==> src/rtl/rra_pkg.sv <==
package rra_pkg;

    localparam int RR_CORES   = 4;
    localparam int RR_SEL_W   = $clog2(RR_CORES);
    localparam int RR_LATENCY = RR_CORES + 1;
    localparam int RR_OP_W    = 4;

    typedef enum logic [RR_OP_W-1:0] {
        OP_ADD   = 4'd0,
        OP_SUB   = 4'd1,
        OP_AND   = 4'd2,
        OP_OR    = 4'd3,
        OP_XOR   = 4'd4,
        OP_NAND  = 4'd5,
        OP_NOR   = 4'd6,
        OP_XNOR  = 4'd7,
        OP_PASSA = 4'd8,
        OP_PASSB = 4'd9,
        OP_NOTA  = 4'd10,
        OP_SHL   = 4'd11,
        OP_SHR   = 4'd12,
        OP_INC   = 4'd13,
        OP_DEC   = 4'd14,
        OP_LTU   = 4'd15
    } rra_op_e;

    typedef enum logic [RR_CORES-1:0] {
        PH_CORE0 = 4'b1000,
        PH_CORE1 = 4'b0100,
        PH_CORE2 = 4'b0010,
        PH_CORE3 = 4'b0001
    } rra_phase_e;

endpackage

==> src/rtl/rra_phase_ring.sv <==
module rra_phase_ring
    import rra_pkg::*;
(
    input  logic                clk,
    input  logic                rst_n,
    output logic [RR_CORES-1:0] load_en,
    output logic [RR_SEL_W-1:0] load_idx
);

    rra_phase_e state_q;
    rra_phase_e state_d;

    // state register
    always_ff @(posedge clk or negedge rst_n) begin
        if (!rst_n) begin
            state_q <= PH_CORE0;
        end else begin
            state_q <= state_d;
        end
    end

    // next-state rotation
    always_comb begin
        state_d = PH_CORE0;
        unique case (state_q)
            PH_CORE0: state_d = PH_CORE1;
            PH_CORE1: state_d = PH_CORE2;
            PH_CORE2: state_d = PH_CORE3;
            PH_CORE3: state_d = PH_CORE0;
            default:  state_d = PH_CORE0;
        endcase
    end

    // per-copy enables and index of the loading copy
    always_comb begin
        load_en  = '0;
        load_idx = '0;
        unique case (state_q)
            PH_CORE0: begin load_en = 4'b0001; load_idx = 2'd0; end
            PH_CORE1: begin load_en = 4'b0010; load_idx = 2'd1; end
            PH_CORE2: begin load_en = 4'b0100; load_idx = 2'd2; end
            PH_CORE3: begin load_en = 4'b1000; load_idx = 2'd3; end
            default:  begin load_en = '0;      load_idx = '0;   end
        endcase
    end

endmodule

==> src/rtl/rra_alu_core.sv <==
module rra_alu_core
    import rra_pkg::*;
#(
    parameter int DATA_W = 16
) (
    input  logic [DATA_W-1:0]  a,
    input  logic [DATA_W-1:0]  b,
    input  logic [RR_OP_W-1:0] op,
    input  logic               cin,
    output logic [DATA_W-1:0]  y,
    output logic               cout
);

    localparam logic [DATA_W:0] ONE_W = {{DATA_W{1'b0}}, 1'b1};

    logic [DATA_W:0] wide;
    logic [DATA_W:0] cin_w;

    assign cin_w = {{DATA_W{1'b0}}, cin};

    always_comb begin
        y    = '0;
        cout = 1'b0;
        wide = '0;
        unique case (rra_op_e'(op))
            OP_ADD: begin
                wide = {1'b0, a} + {1'b0, b} + cin_w;
                y    = wide[DATA_W-1:0];
                cout = wide[DATA_W];
            end
            OP_SUB: begin
                wide = {1'b0, a} - {1'b0, b} - cin_w;
                y    = wide[DATA_W-1:0];
                cout = wide[DATA_W];
            end
            OP_AND:   y = a & b;
            OP_OR:    y = a | b;
            OP_XOR:   y = a ^ b;
            OP_NAND:  y = ~(a & b);
            OP_NOR:   y = ~(a | b);
            OP_XNOR:  y = ~(a ^ b);
            OP_PASSA: y = a;
            OP_PASSB: y = b;
            OP_NOTA:  y = ~a;
            OP_SHL: begin
                y    = {a[DATA_W-2:0], 1'b0};
                cout = a[DATA_W-1];
            end
            OP_SHR: begin
                y    = {1'b0, a[DATA_W-1:1]};
                cout = a[0];
            end
            OP_INC: begin
                wide = {1'b0, a} + ONE_W;
                y    = wide[DATA_W-1:0];
                cout = wide[DATA_W];
            end
            OP_DEC: begin
                wide = {1'b0, a} - ONE_W;
                y    = wide[DATA_W-1:0];
                cout = wide[DATA_W];
            end
            OP_LTU:   y = {{(DATA_W-1){1'b0}}, (a < b)};
            default: begin
                y    = '0;
                cout = 1'b0;
            end
        endcase
    end

endmodule

==> src/rtl/rra_core_slot.sv <==
module rra_core_slot
    import rra_pkg::*;
#(
    parameter int DATA_W = 16
) (
    input  logic               clk,
    input  logic               rst_n,
    input  logic               load,
    input  logic               vin,
    input  logic [DATA_W-1:0]  a,
    input  logic [DATA_W-1:0]  b,
    input  logic [RR_OP_W-1:0] op,
    input  logic               cin,
    output logic [DATA_W-1:0]  res_y,
    output logic               res_c,
    output logic               res_v
);

    logic [DATA_W-1:0]  in_a;
    logic [DATA_W-1:0]  in_b;
    logic [RR_OP_W-1:0] in_op;
    logic               in_cin;
    logic               in_v;
    logic [DATA_W-1:0]  alu_y;
    logic               alu_c;

    rra_alu_core #(.DATA_W(DATA_W)) u_alu (
        .a    (in_a),
        .b    (in_b),
        .op   (in_op),
        .cin  (in_cin),
        .y    (alu_y),
        .cout (alu_c)
    );

    // On its phase the copy closes the previous window and opens the next.
    always_ff @(posedge clk or negedge rst_n) begin
        if (!rst_n) begin
            in_a   <= '0;
            in_b   <= '0;
            in_op  <= '0;
            in_cin <= 1'b0;
            in_v   <= 1'b0;
            res_y  <= '0;
            res_c  <= 1'b0;
            res_v  <= 1'b0;
        end else if (load) begin
            res_y  <= alu_y;
            res_c  <= alu_c;
            res_v  <= in_v;
            in_a   <= a;
            in_b   <= b;
            in_op  <= op;
            in_cin <= cin;
            in_v   <= vin;
        end
    end

endmodule

==> src/rtl/rra_out_stage.sv <==
module rra_out_stage
    import rra_pkg::*;
#(
    parameter int DATA_W = 16
) (
    input  logic                             clk,
    input  logic                             rst_n,
    input  logic [RR_SEL_W-1:0]              sel_d,
    input  logic [RR_CORES-1:0][DATA_W-1:0]  res_y,
    input  logic [RR_CORES-1:0]              res_c,
    input  logic [RR_CORES-1:0]              res_v,
    output logic [RR_SEL_W-1:0]              sel_q,
    output logic                             valid_out,
    output logic [DATA_W-1:0]                y_out,
    output logic                             cout_out
);

    logic [DATA_W-1:0] pick_y;
    logic              pick_c;
    logic              pick_v;

    assign pick_y = res_y[sel_q];
    assign pick_c = res_c[sel_q];
    assign pick_v = res_v[sel_q];

    always_ff @(posedge clk or negedge rst_n) begin
        if (!rst_n) begin
            sel_q     <= '0;
            valid_out <= 1'b0;
            y_out     <= '0;
            cout_out  <= 1'b0;
        end else begin
            sel_q     <= sel_d;
            valid_out <= pick_v;
            if (pick_v) begin
                y_out    <= pick_y;
                cout_out <= pick_c;
            end
        end
    end

endmodule

==> src/rtl/rra_array.sv <==
module rra_array
    import rra_pkg::*;
#(
    parameter int DATA_W = 16
) (
    input  logic               clk,
    input  logic               rst_n,
    input  logic               valid_in,
    input  logic [DATA_W-1:0]  a_in,
    input  logic [DATA_W-1:0]  b_in,
    input  logic [RR_OP_W-1:0] op_in,
    input  logic               cin_in,
    output logic               valid_out,
    output logic [DATA_W-1:0]  y_out,
    output logic               cout_out
);

    logic [RR_CORES-1:0]             phase_en;
    logic [RR_SEL_W-1:0]             phase_idx;
    logic [RR_SEL_W-1:0]             sel_q;
    logic [RR_CORES-1:0][DATA_W-1:0] res_y;
    logic [RR_CORES-1:0]             res_c;
    logic [RR_CORES-1:0]             res_v;

    rra_phase_ring u_ring (
        .clk      (clk),
        .rst_n    (rst_n),
        .load_en  (phase_en),
        .load_idx (phase_idx)
    );

    for (genvar k = 0; k < RR_CORES; k++) begin : g_slot
        rra_core_slot #(.DATA_W(DATA_W)) u_slot (
            .clk   (clk),
            .rst_n (rst_n),
            .load  (phase_en[k]),
            .vin   (valid_in),
            .a     (a_in),
            .b     (b_in),
            .op    (op_in),
            .cin   (cin_in),
            .res_y (res_y[k]),
            .res_c (res_c[k]),
            .res_v (res_v[k])
        );
    end

    rra_out_stage #(.DATA_W(DATA_W)) u_out (
        .clk       (clk),
        .rst_n     (rst_n),
        .sel_d     (phase_idx),
        .res_y     (res_y),
        .res_c     (res_c),
        .res_v     (res_v),
        .sel_q     (sel_q),
        .valid_out (valid_out),
        .y_out     (y_out),
        .cout_out  (cout_out)
    );

endmodule

==> config.mk <==
export PLATFORM = sky130hd
export DESIGN_NAME = rra_array
export DESIGN_NICKNAME = d
export VERILOG_FILES = /design/src/rtl/rra_pkg.sv /design/src/rtl/rra_phase_ring.sv /design/src/rtl/rra_alu_core.sv /design/src/rtl/rra_core_slot.sv /design/src/rtl/rra_out_stage.sv /design/src/rtl/rra_array.sv
export SDC_FILE = /design/constraint.sdc
export NUM_CORES = 1
export LEC_CHECK = 0
export BUFFER_PORTS_ARGS = -buffer_cell sky130_fd_sc_hd__buf_2
export CAP_MARGIN = 25
export CORE_AREA = 2 2 253 255
export CTS_BUF_LIST = sky130_fd_sc_hd__clkbuf_2 sky130_fd_sc_hd__clkbuf_4 sky130_fd_sc_hd__clkbuf_8
export CTS_CLUSTER_SIZE = 28
export DETAILED_ROUTE_END_ITERATION = 7
export DIE_AREA = 0 0 255 257
export GPL_ROUTABILITY_DRIVEN = 1
export SETUP_SLACK_MARGIN = 0.5
export SYNTH_ARGS = -nofsm -noshare
export SYNTH_HDL_FRONTEND = slang
export SYNTH_SLANG_ARGS = --single-unit
==> constraint.sdc <==
create_clock -name clk -period 4.5 [get_ports clk]
set_clock_uncertainty 0.05 [all_clocks]
set_input_delay 0.9 -clock clk [delete_from_list [all_inputs] [get_ports clk]]
set_output_delay 0.9 -clock clk [all_outputs]
set_load 0.01 [all_outputs]
Yosys cells after proc, flatten, opt, wreduce, memory -nomap -nowiden
Cells that the tools add are included.

Add/subtract/negate cells: 24. $lt $le $gt $ge: 5. Equality and inequality tests: 64. Mux-type cells: 17. Bitwise logic cells: 28. Reductions and logical operators: 4.

Operators by type and width (number): 16-bit case mux with 16 select lines (4); 16-bit inverter (16); 4-bit equality test, second input constant (33); 16-bit by 1-bit adder with 17-bit output, second input constant (4); 16-bit by 16-bit adder with 17-bit output (4); 17-bit by 1-bit adder with 17-bit output (4); 4-bit by 3-bit equality test with 1-bit output, second input constant (17); 16-bit by 1-bit subtractor with 17-bit output, second input constant (4); 16-bit by 16-bit subtractor with 17-bit output (4); 17-bit by 1-bit subtractor with 17-bit output (4); 16-bit bitwise AND (4); 16-bit < comparator (4); 16-bit bitwise OR (4); 16-bit XOR (4); 4-bit by 2-bit equality test with 1-bit output, second input constant (9); 16-bit binary-select mux with 2-bit select (1); 1-bit case mux with 6 select lines (4); 4-bit by 1-bit equality test with 1-bit output, second input constant (5); 4-bit logical NOT (4); 16-bit two-way mux (1); 4-bit case mux with 4 select lines (1); 4-bit case mux with 3 select lines (1); 2-bit case mux with 3 select lines (1); 1-bit binary-select mux with 2-bit select (2); other kinds (2) (3).

Bits in registers: 248. Input port bits: 40. Output and inout bits: 18. Word-level logic and storage cells: 179.

Longest topological paths before layout
Gate-level depths: netlist (run 1).

Depth after elaboration: 3. Gate-level depth with buffers: 14. Depth with buffers taken out: 12.

Cells and area by module
Synthesis (run 1) repeated with hierarchy kept, for this count alone.

Cells, all modules: 3593. Area total of the unflattened synthesis: 30604.4 um^2.

Modules (own cells, without submodules): rra_core_slot (times used 4, cells an instance 118, area each 2243.4 um^2, seq. area each 1401.3 um^2); rra_alu_core at g_slot[2].u_slot.u_alu (times used 1, cells an instance 760, area each 5072.4 um^2, seq. area each 0.0 um^2); rra_alu_core at g_slot[1].u_slot.u_alu (times used 1, cells an instance 764, area each 5059.9 um^2, seq. area each 0.0 um^2); rra_alu_core at g_slot[3].u_slot.u_alu (times used 1, cells an instance 746, area each 5041.1 um^2, seq. area each 0.0 um^2); rra_alu_core at g_slot[0].u_slot.u_alu (times used 1, cells an instance 767, area each 4992.3 um^2, seq. area each 0.0 um^2); rra_out_stage (times used 1, cells an instance 61, area each 1208.7 um^2, seq. area each 500.5 um^2); rra_phase_ring (times used 1, cells an instance 23, area each 256.5 um^2, seq. area each 101.3 um^2).

Worst setup path before layout (run 1)
Ideal clock, no wire load.

Path type: reg2reg. From: register g_slot[2].u_slot.in_a[3]. To: register g_slot[2].u_slot.res_c. Library setup time: 0.118 ns. Arrival time: 3.195 ns. Data required time: 4.332 ns. Slack: 1.137 ns. Stages on the path, launching flop included: 12. Buffers on the path: 1. Period minus slack after synthesis: 3.363 ns. Cells stage by stage: dfrtp_1 > clkbuf_1 > inv_1 > ha_1 > ha_1 > a2111oi_4 > o31ai_1 > a2111oi_2 > nor3_1 > o41a_1 > mux2i_1 > a21o_1.

Cells in the longest elaborated chain, start to end: 3. Elaborated cells on any way between the ends: 7. Those cells by class: add/sub (6); mux (1).

Ends and longest elaborated chain: from (decl) (RTL line rra_core_slot.sv:19) `logic [DATA_W-1:0] in_a;`; from (signal assigned) (RTL line rra_core_slot.sv:39) `in_a <= '0;`; from (signal assigned) (RTL line rra_core_slot.sv:51) `in_a <= a;`; 16-bit by 16-bit subtractor with 17-bit output or 16-bit by 16-bit adder with 17-bit output (tied branches) (RTL line rra_alu_core.sv:32, rra_alu_core.sv:27); 17-bit by 1-bit subtractor with 17-bit output or 17-bit by 1-bit adder with 17-bit output (tied branches) (RTL line rra_alu_core.sv:32, rra_alu_core.sv:27); 1-bit case mux with 6 select lines * (RTL line rra_alu_core.sv:25) `unique case (rra_op_e'(op))`; to (signal assigned) (RTL line rra_core_slot.sv:49) `res_c <= alu_c;`; to (decl) (RTL line rra_core_slot.sv:15) `output logic res_c,`.

Mark *: on every way between the ends. The rest lies on a longest branch, timed or not. A chain may end at the register's enable or synchronous reset.

Final worst setup path (run 1)
From: register g_slot[2].u_slot.in_a[0]. To: register g_slot[2].u_slot.res_y[13].

Cells in the longest elaborated chain, start to end: 3. Elaborated cells on any way between the ends: 7. Those cells by class: add/sub (6); mux (1).

Ends and longest elaborated chain: 16-bit by 16-bit subtractor with 17-bit output or 16-bit by 16-bit adder with 17-bit output (tied branches) (RTL line rra_alu_core.sv:32, rra_alu_core.sv:27); 17-bit by 1-bit subtractor with 17-bit output or 17-bit by 1-bit adder with 17-bit output (tied branches) (RTL line rra_alu_core.sv:32, rra_alu_core.sv:27); 16-bit case mux with 16 select lines * (RTL line rra_alu_core.sv:25); to (signal assigned) (RTL line rra_core_slot.sv:48) `res_y <= alu_y;`; to (decl) (RTL line rra_core_slot.sv:14) `output logic [DATA_W-1:0] res_y,`.

Marks and branches as above.

==> results.cfg, run 1 <==
[sta]
rsz0062_at_grt = no
slew_headroom = 0.270
min_period_over_period = 0.839
fin_tns_setup_ns = 0
drv_slew = 0
finalCriticalPeriod_ns = 3.78
tightest_slew_ns = 1.09
hold_violations = 0
setup_violations = 0
fmax_ghz = 0.265

[placed_design]
gp_congestion = 0.985
dp.cells = 4477
io_buffer_count = 57
dp.final_hpwl_um = 86700

[grt]
antenna_found_initial = 6
gr-total-overflow = 0
first_global_vias = 27300
grt_use_met3 = 0.0828
grt_util_all_layers = 0.360
grt_use_met1 = 0.504
grt_max_degree = 80
grt_pass1_wl_um = 179000
top_usage_layer = met2
grtUsageMet2 = 0.510

[routing]
viasPerCell = 6.47
vias = 29600
drc = 0
drtPass1Iterations = 6
wl_um = 119000
drtAntennaViolNets = 0
wl_per_cell_um = 26.1
drt_iter0_drc = 3865

[cts]
clock_path_buffers = 3
cts_tree = built
cts_sinks = 248
cts_setup_buffers = 0
cts-root-buf = clkbuf_8
cts_made_buffers = 49
clk_pin_slew_ns = 0.06
htreeDepth = 2
clk_latency_ns = 0.70

[status]
outcome = complete, no violations

[critical_path]
ff2ff_path_depth = 11
cp-start-kind = flop
cp-end-kind = flop
crit_type = flop to flop
worstPathMaxFanout = 9
rr_startpoint = g_slot[2].u_slot.in_a[0]
arrival_ns = 4.34
reg2reg_slack_ns = 0.72
reg2reg_to = g_slot[2].u_slot.res_y[13]
crit_required_ns = 5.06

[power_and_ir_drop]
p_leak_nw = 12.9
power_density_mw_per_mm2 = 269
peakVddDrop_mv = 0.178
clkPwrFrac = 0.331
net-switching-power_mw = 3.23
power_mw = 8.20
pwr-share-comb = 0.336
sequentialPowerShare = 0.333
p_int_mw = 4.98
power.share.switching = 0.393

[cells_and_area]
area_growth_pct = 8.50
drive_above_1_share = 0.0933
fin_cells = 4569
fin_util = 0.486
fin_nets = 4058

[die]
dieHeight_um = 257
coreArea_sq_mm = 0.0627
rows = 92
die_x_um = 255
die_area_sq_mm = 0.0655
start_util = 0.448
io_pins = 58

[run]
drv_cap = 0

[yosys]
syn_nets = 4096
yosysTopAreaCellShare = 0.220
synthDistinctLibCells = 94
yosys_warnings = 0
postSynthAreaPerCell_sq_um = 7.55
ys_seq_area_frac = 0.221
synth_area_sq_mm = 0.0281
synthCells = 3720
synth-seq-cells = 248
synth_top_cell_by_area = dfrtp_1
synthTopCellsByArea = dfrtp_1, ha_1, o21ai_0, nand2_1, a21oi_1
async_reset_ff_frac = 1.00
synthFlopType = dfrtp_1
synth_edf_count = 0

[hold_path]
min_path_type = input port to asynchronous set/reset pin
-- cells in the mapped netlist, types with 38 or more instances --
cell and count:
nand2_1 457, o21ai_0 361, ha_1 320, nor2_1 276, inv_1 270, dfrtp_1 247, a21oi_1 231, clkbuf_1 209
nor3_1 108, nand3_1 82, xnor2_1 79, o22ai_1 65, a22oi_1 61, mux2i_1 58, o211ai_1 56, nand2b_1 54
a211oi_1 52, a221oi_1 50, a31oi_1 49, xor2_1 38
-- stage by stage --
stage	setup WS (ns)	instance area (sq um)	hold WS [ns]
after floorplan	1.14	28100	0.389
after global placement	0.512	29300	0.398
after detailed placement	0.476	29300	0.399
after CTS	0.675	30500	0.134
after global routing	0.541	30500	0.197
final	0.723	30500	0.130
-- final cells by class --
cell class                 instances  area, sq um
fill                            6341        32300
multi-input combinational       2939        19900
sequential                       248         6210
timing repair buffer             170         1180
tap                              846         1060
inverter                         274         1030
clock buffer                      75          957
clock inverter                    15          156
antenna                            2         5.00
-- layer usage --
metal	part of all wire	routed length, um
met5	0.00066	79
met1	0.42	49900
met4	0.061	7320
met3	0.11	13200
met2	0.41	48800
-- registers in the layout (all words and copies together) (netlist names) --
name                  count
g_slot.u_slot.in_v        4
g_slot.u_slot.res_c       4
u_out.sel_q               2
g_slot.u_slot.res_y      64
u_out.cout_out            1
g_slot.u_slot.in_cin      4
u_ring.state_q            4
u_out.valid_out           1
u_out.y_out              16
g_slot.u_slot.res_v       4
g_slot.u_slot.in_b       64
g_slot.u_slot.in_op      16
g_slot.u_slot.in_a       64
-- critical path: stages (launching register included) --
cell	delay, ns
dfrtp_1	0.56
inv_1	0.28
fa_1	0.66
ha_1	0.17
o21ai_0	0.17
a2111o_1	0.45
o22ai_1	0.34
o31ai_1	0.19
o31ai_1	0.37
mux2i_1	0.23
nand2_1	0.06
a31oi_1	0.15
-- timing repair --
action | 4_1_cts | 5_1_grt
setup endpoints to repair | 1 | 6
hold buffers | 0 | 0
endpoints found under the hold margin | 0 | 0
gates resized for setup | 1 | 4
pin swaps | 0 | 0
-- power groups by stage --
stage,logic [mW],clock network (mW),registers [mW]
finish,2.75,2.72,2.73
global route,2.99,2.85,2.75
CTS,2.68,2.77,2.72
detailed placement,2.66,0,2.76
global placement,2.67,0,2.76
floorplan,1.86,0,2.59
-- logic make-up (layout without fill, tap and decap cells) --
logic type,count (synthesis),after routing,synth area share
and+or+nand+nor,1165,1165,0.189
muxes,99,99,0.0447
DFF,248,248,0.221
adders and majority gates,336,336,0.154
other,0,2,0
AOI/OAI and AO/OA,1222,1222,0.282
buffers and inverters,533,534,0.0725
xor gates and xnor gates,117,117,0.0365
-- how the worst max path moves through the flow --
stage / startpoint / endpoint / slack (ns)
CTS: g_slot[3].u_slot.in_a[0] / g_slot[3].u_slot.res_y[14] / 0.67
detailed placement: g_slot[0].u_slot.in_a[0] / g_slot[0].u_slot.res_y[15] / 0.48
global placement: g_slot[0].u_slot.in_a[0] / g_slot[0].u_slot.res_y[15] / 0.51
floorplan: g_slot[2].u_slot.in_a[3] / g_slot[2].u_slot.res_c / 1.14
global route: g_slot[2].u_slot.in_a[2] / g_slot[2].u_slot.res_y[14] / 0.54
finish: g_slot[2].u_slot.in_a[0] / g_slot[2].u_slot.res_y[13] / 0.72
-- layout by cell type (no fill, tap or decap), types with 13 or more instances in the layout --
master	netlist	layout
mux2i_1	58	58
o21bai_1	14	14
xnor2_1	79	79
a2111oi_0	14	13
dfrtp_1	247	244
ha_1	320	320
nor4_1	33	31
fa_1	16	16
a221oi_1	50	50
o21a_1	16	16
o2111ai_1	23	23
a22oi_1	61	61
o21ai_0	361	361
buf_2	17	56
nor2b_1	31	31
nand3_1	82	82
and3_1	21	21
a32oi_1	15	15
or2_2	14	14
mux4_2	19	19
inv_1	270	267
nor2_1	276	276
clkbuf_8	0	63
buf_4	3	110
o211ai_1	56	56
a211oi_1	52	52
nand2_1	457	457
xor2_1	38	38
a21o_1	33	33
o31ai_1	34	34
or3_1	19	19
nor3_1	108	108
mux2_2	22	22
a31oi_1	49	49
o22ai_1	65	65
o221ai_1	31	31
o32ai_1	13	13
a21oi_1	231	231
nand4_1	22	22
nand2b_1	54	54
(Power assumes the default switching activity.)
==> run 2: changes to the inputs <==
--- a/config.mk
+++ b/config.mk
@@ -5,13 +5,14 @@
 export SDC_FILE = /design/constraint.sdc
 export NUM_CORES = 1
 export LEC_CHECK = 0
+export ABC_AREA = 1
 export BUFFER_PORTS_ARGS = -buffer_cell sky130_fd_sc_hd__buf_2
 export CAP_MARGIN = 25
-export CORE_AREA = 2 2 253 255
+export CORE_AREA = 2 2 261 263
 export CTS_BUF_LIST = sky130_fd_sc_hd__clkbuf_2 sky130_fd_sc_hd__clkbuf_4 sky130_fd_sc_hd__clkbuf_8
 export CTS_CLUSTER_SIZE = 28
 export DETAILED_ROUTE_END_ITERATION = 7
-export DIE_AREA = 0 0 255 257
+export DIE_AREA = 0 0 263 265
 export GPL_ROUTABILITY_DRIVEN = 1
 export SETUP_SLACK_MARGIN = 0.5
 export SYNTH_ARGS = -nofsm -noshare
==> constraint.sdc (replaced) <==
create_clock -name clk -period 3.1 [get_ports clk]
set_clock_uncertainty 0.05 [all_clocks]
set_input_delay 0.62 -clock clk [delete_from_list [all_inputs] [get_ports clk]]
set_output_delay 0.62 -clock clk [all_outputs]
set_load 0.01 [all_outputs]
==> results.cfg, run 2 <==
[cts]
cts_sinks = 248
clock_path_buffers = 3
cts_made_buffers = 50
cts_tree = built
htreeDepth = 2
clk_pin_slew_ns = 0.06
clk_latency_ns = 0.71
cts-root-buf = clkbuf_8

[yosys]
synth_area_sq_mm = 0.0298
synth_edf_count = 0
synth-seq-cells = 248
synth_top_cell_by_area = dfrtp_1
postSynthAreaPerCell_sq_um = 5.95
synthCells = 5008
synthFlopType = dfrtp_1
async_reset_ff_frac = 1.00
yosys_warnings = 0
syn_nets = 5384
synth_common_cells = nand2_1, nor2_1, inv_1
synthTopCellsByArea = dfrtp_1, nand2_1, ha_1, nor2_1, inv_1
ys_seq_area_frac = 0.208
synthDistinctLibCells = 51
yosysMostFrequentCell = nand2_1
yosysTopAreaCellShare = 0.207

[run]
drv_cap = 0

[grt]
grt_pass1_wl_um = 200000
grt_util_all_layers = 0.378
grt_max_degree = 103
first_global_vias = 32000
gr-total-overflow = 0
antenna_found_initial = 3

[placed_design]
dp.final_hpwl_um = 107000
gp_congestion = 1.06
io_buffer_count = 57
place_ws_ns = 0.308
placed_cell_area_sq_mm = 0.0320
dp.cells = 5970

[routing]
viasPerCell = 5.75
drc = 0
drtAntennaViolNets = 0
wl_um = 135000
drt_iter0_drc = 4283
vias = 35100
wl_per_cell_um = 22.2
drtPass1Iterations = 6

[die]
dieHeight_um = 265
start_util = 0.446
coreArea_sq_mm = 0.0668
die_x_um = 263
die_area_sq_mm = 0.0697
rows = 95
io_pins = 58

[power_and_ir_drop]
power_density_mw_per_mm2 = 367
power_mw = 12.5
p_leak_nw = 17.5
peakVddDrop_mv = 0.297

[cells_and_area]
drive_above_1_share = 0.118
finalInstanceArea_sq_mm = 0.0340
fin_cells = 6102
final_common_cell = nand2_1
fin_nets = 5564
final_cell_mix = nand2_1, nor2_1, inv_1
reg_top3 = g_slot.u_slot.in_a: 64 flops, g_slot.u_slot.in_b: 64 flops, g_slot.u_slot.res_y: 64 flops
area_growth_pct = 14.1

[critical_path]
crit_type = flop to flop
worst_path_max_delay_cell = dfrtp_1
worstPathMaxFanout = 5
path_cells = inv_1 -> ha_1 -> ha_1 -> nand2_1 -> inv_1 -> a21oi_1 -> nor2_1 -> nor2_1 -> nand3_1 -> nand3_1 -> nand3_1 -> nand2_1 -> nand2_1
crit_required_ns = 3.65
cp-start-kind = flop
max_stage_delay_ns = 0.45
arrival_ns = 3.07
cp-end-kind = flop

[sta]
min_period_over_period = 0.815
fmax_ghz = 0.396
fin_tns_setup_ns = 0
slew_headroom = 0.292
finalCriticalPeriod_ns = 2.53
setup_slack_ns = 0.574
tightest_slew_ns = 1.06
setup_violations = 0
rsz0062_at_grt = yes
hold_violations = 0
drv_slew = 0

[status]
outcome = complete, no violations

[hold_path]
min_path_type = input port to flop
## run 2: cell count changes in the layout (fill, tap and decap cells not counted), moves of 48 or more
cell	previous run	this run
a221oi_1	50	2
a22oi_1	61	0
nor2_1	276	674
nand3_1	82	324
xnor2_1	79	9
nand2b_1	54	2
buf_4	110	223
inv_1	267	591
nand4_1	22	74
mux2i_1	58	0
a211oi_1	52	3
nand2_1	457	1498
## run 2: power breakdown
part	leakage [nW]	switching [mW]	internal, mW	total [mW]
clock network	0.619	1.79	2.42	4.21
logic	13.9	2.89	1.46	4.35
registers	2.89	0.375	3.53	3.90
total	17.5	5.06	7.40	12.5
## run 2: worst max-delay path: cells and delay by family, from the launching register on
| family | cells | cell delay [ns] |
|---|---|---|
| flip-flops | 1 | 0.45 |
| adder cells (fa/ha/maj) | 2 | 0.73 |
| AND/OR/NAND/NOR | 8 | 0.79 |
| buffers and inverters | 2 | 0.19 |
| AO/OA/AOI/OAI | 1 | 0.20 |
## run 2: worst paths after layout
path / startpoint / slack [ns] / cells past startpoint / endpoint
max: g_slot[3].u_slot.in_b[8] / 0.57 / 13 / g_slot[3].u_slot.res_y[13]
min: op_in[2] / 0.13 / 3 / g_slot[3].u_slot.in_op[2]
max reg2reg: g_slot[3].u_slot.in_b[8] / 0.57 / 13 / g_slot[3].u_slot.res_y[13]
min reg2reg: g_slot[2].u_slot.in_v / 0.42 / 2 / g_slot[2].u_slot.res_v
max in group asynchronous: rst_n / 1.74 / 3 / g_slot[3].u_slot.in_a[11]
min in group asynchronous: rst_n / 0.38 / 2 / g_slot[1].u_slot.res_y[14]
## run 2: through the flow
stage | util | hold WS (ns)
6_report | 0.509 | 0.130
5_1_grt | 0.509 | 0.136
3_5_place_dp | 0.479 | 0.411
4_1_cts | 0.498 | 0.0903
2_1_floorplan | - | 0.274
3_3_place_gp | 0.479 | 0.406
## run 2: final cells by class
type                       count  area (sq um)
fill                        7188         32800
multi-input combinational   3954         20900
sequential                   248          6250
inverter                     648          2450
timing repair buffer         286          2080
tap                          873          1090
clock buffer                  71           921
clock inverter                21           263
antenna                        1          2.50
## run 2: cell families (layout without fill, tap and decap cells)
kind of cell             Yosys count  after routing  share of synthesized area
AO/OA/AOI/OAI                    807            807                      0.148
AND/OR/NAND/NOR                 2781           2781                      0.384
other                              0              1                          0
buffers and inverters            806           1026                      0.106
flip-flops                       248            248                      0.208
XOR/XNOR                          30             30                    0.00882
adder cells (fa/ha/maj)          336            336                      0.145
## run 2: timing repair
action,CTS,global route
setup endpoints to repair,33,56
hold buffers,1,0
endpoints found under the hold margin,45,0
gates resized for setup,27,170
pin swaps,6,26
buffers inserted,9,29
## run 2: metal layers
metal	part of all wire	vias to the layer above	GRT usage	routed length (um)
met5	0.00021	-	0	28
met4	0.066	4	0.209	8900
met3	0.11	390	0.0874	15000
met2	0.43	1964	0.581	57600
met1	0.40	16200	0.490	53900
li1	-	16500	-	-
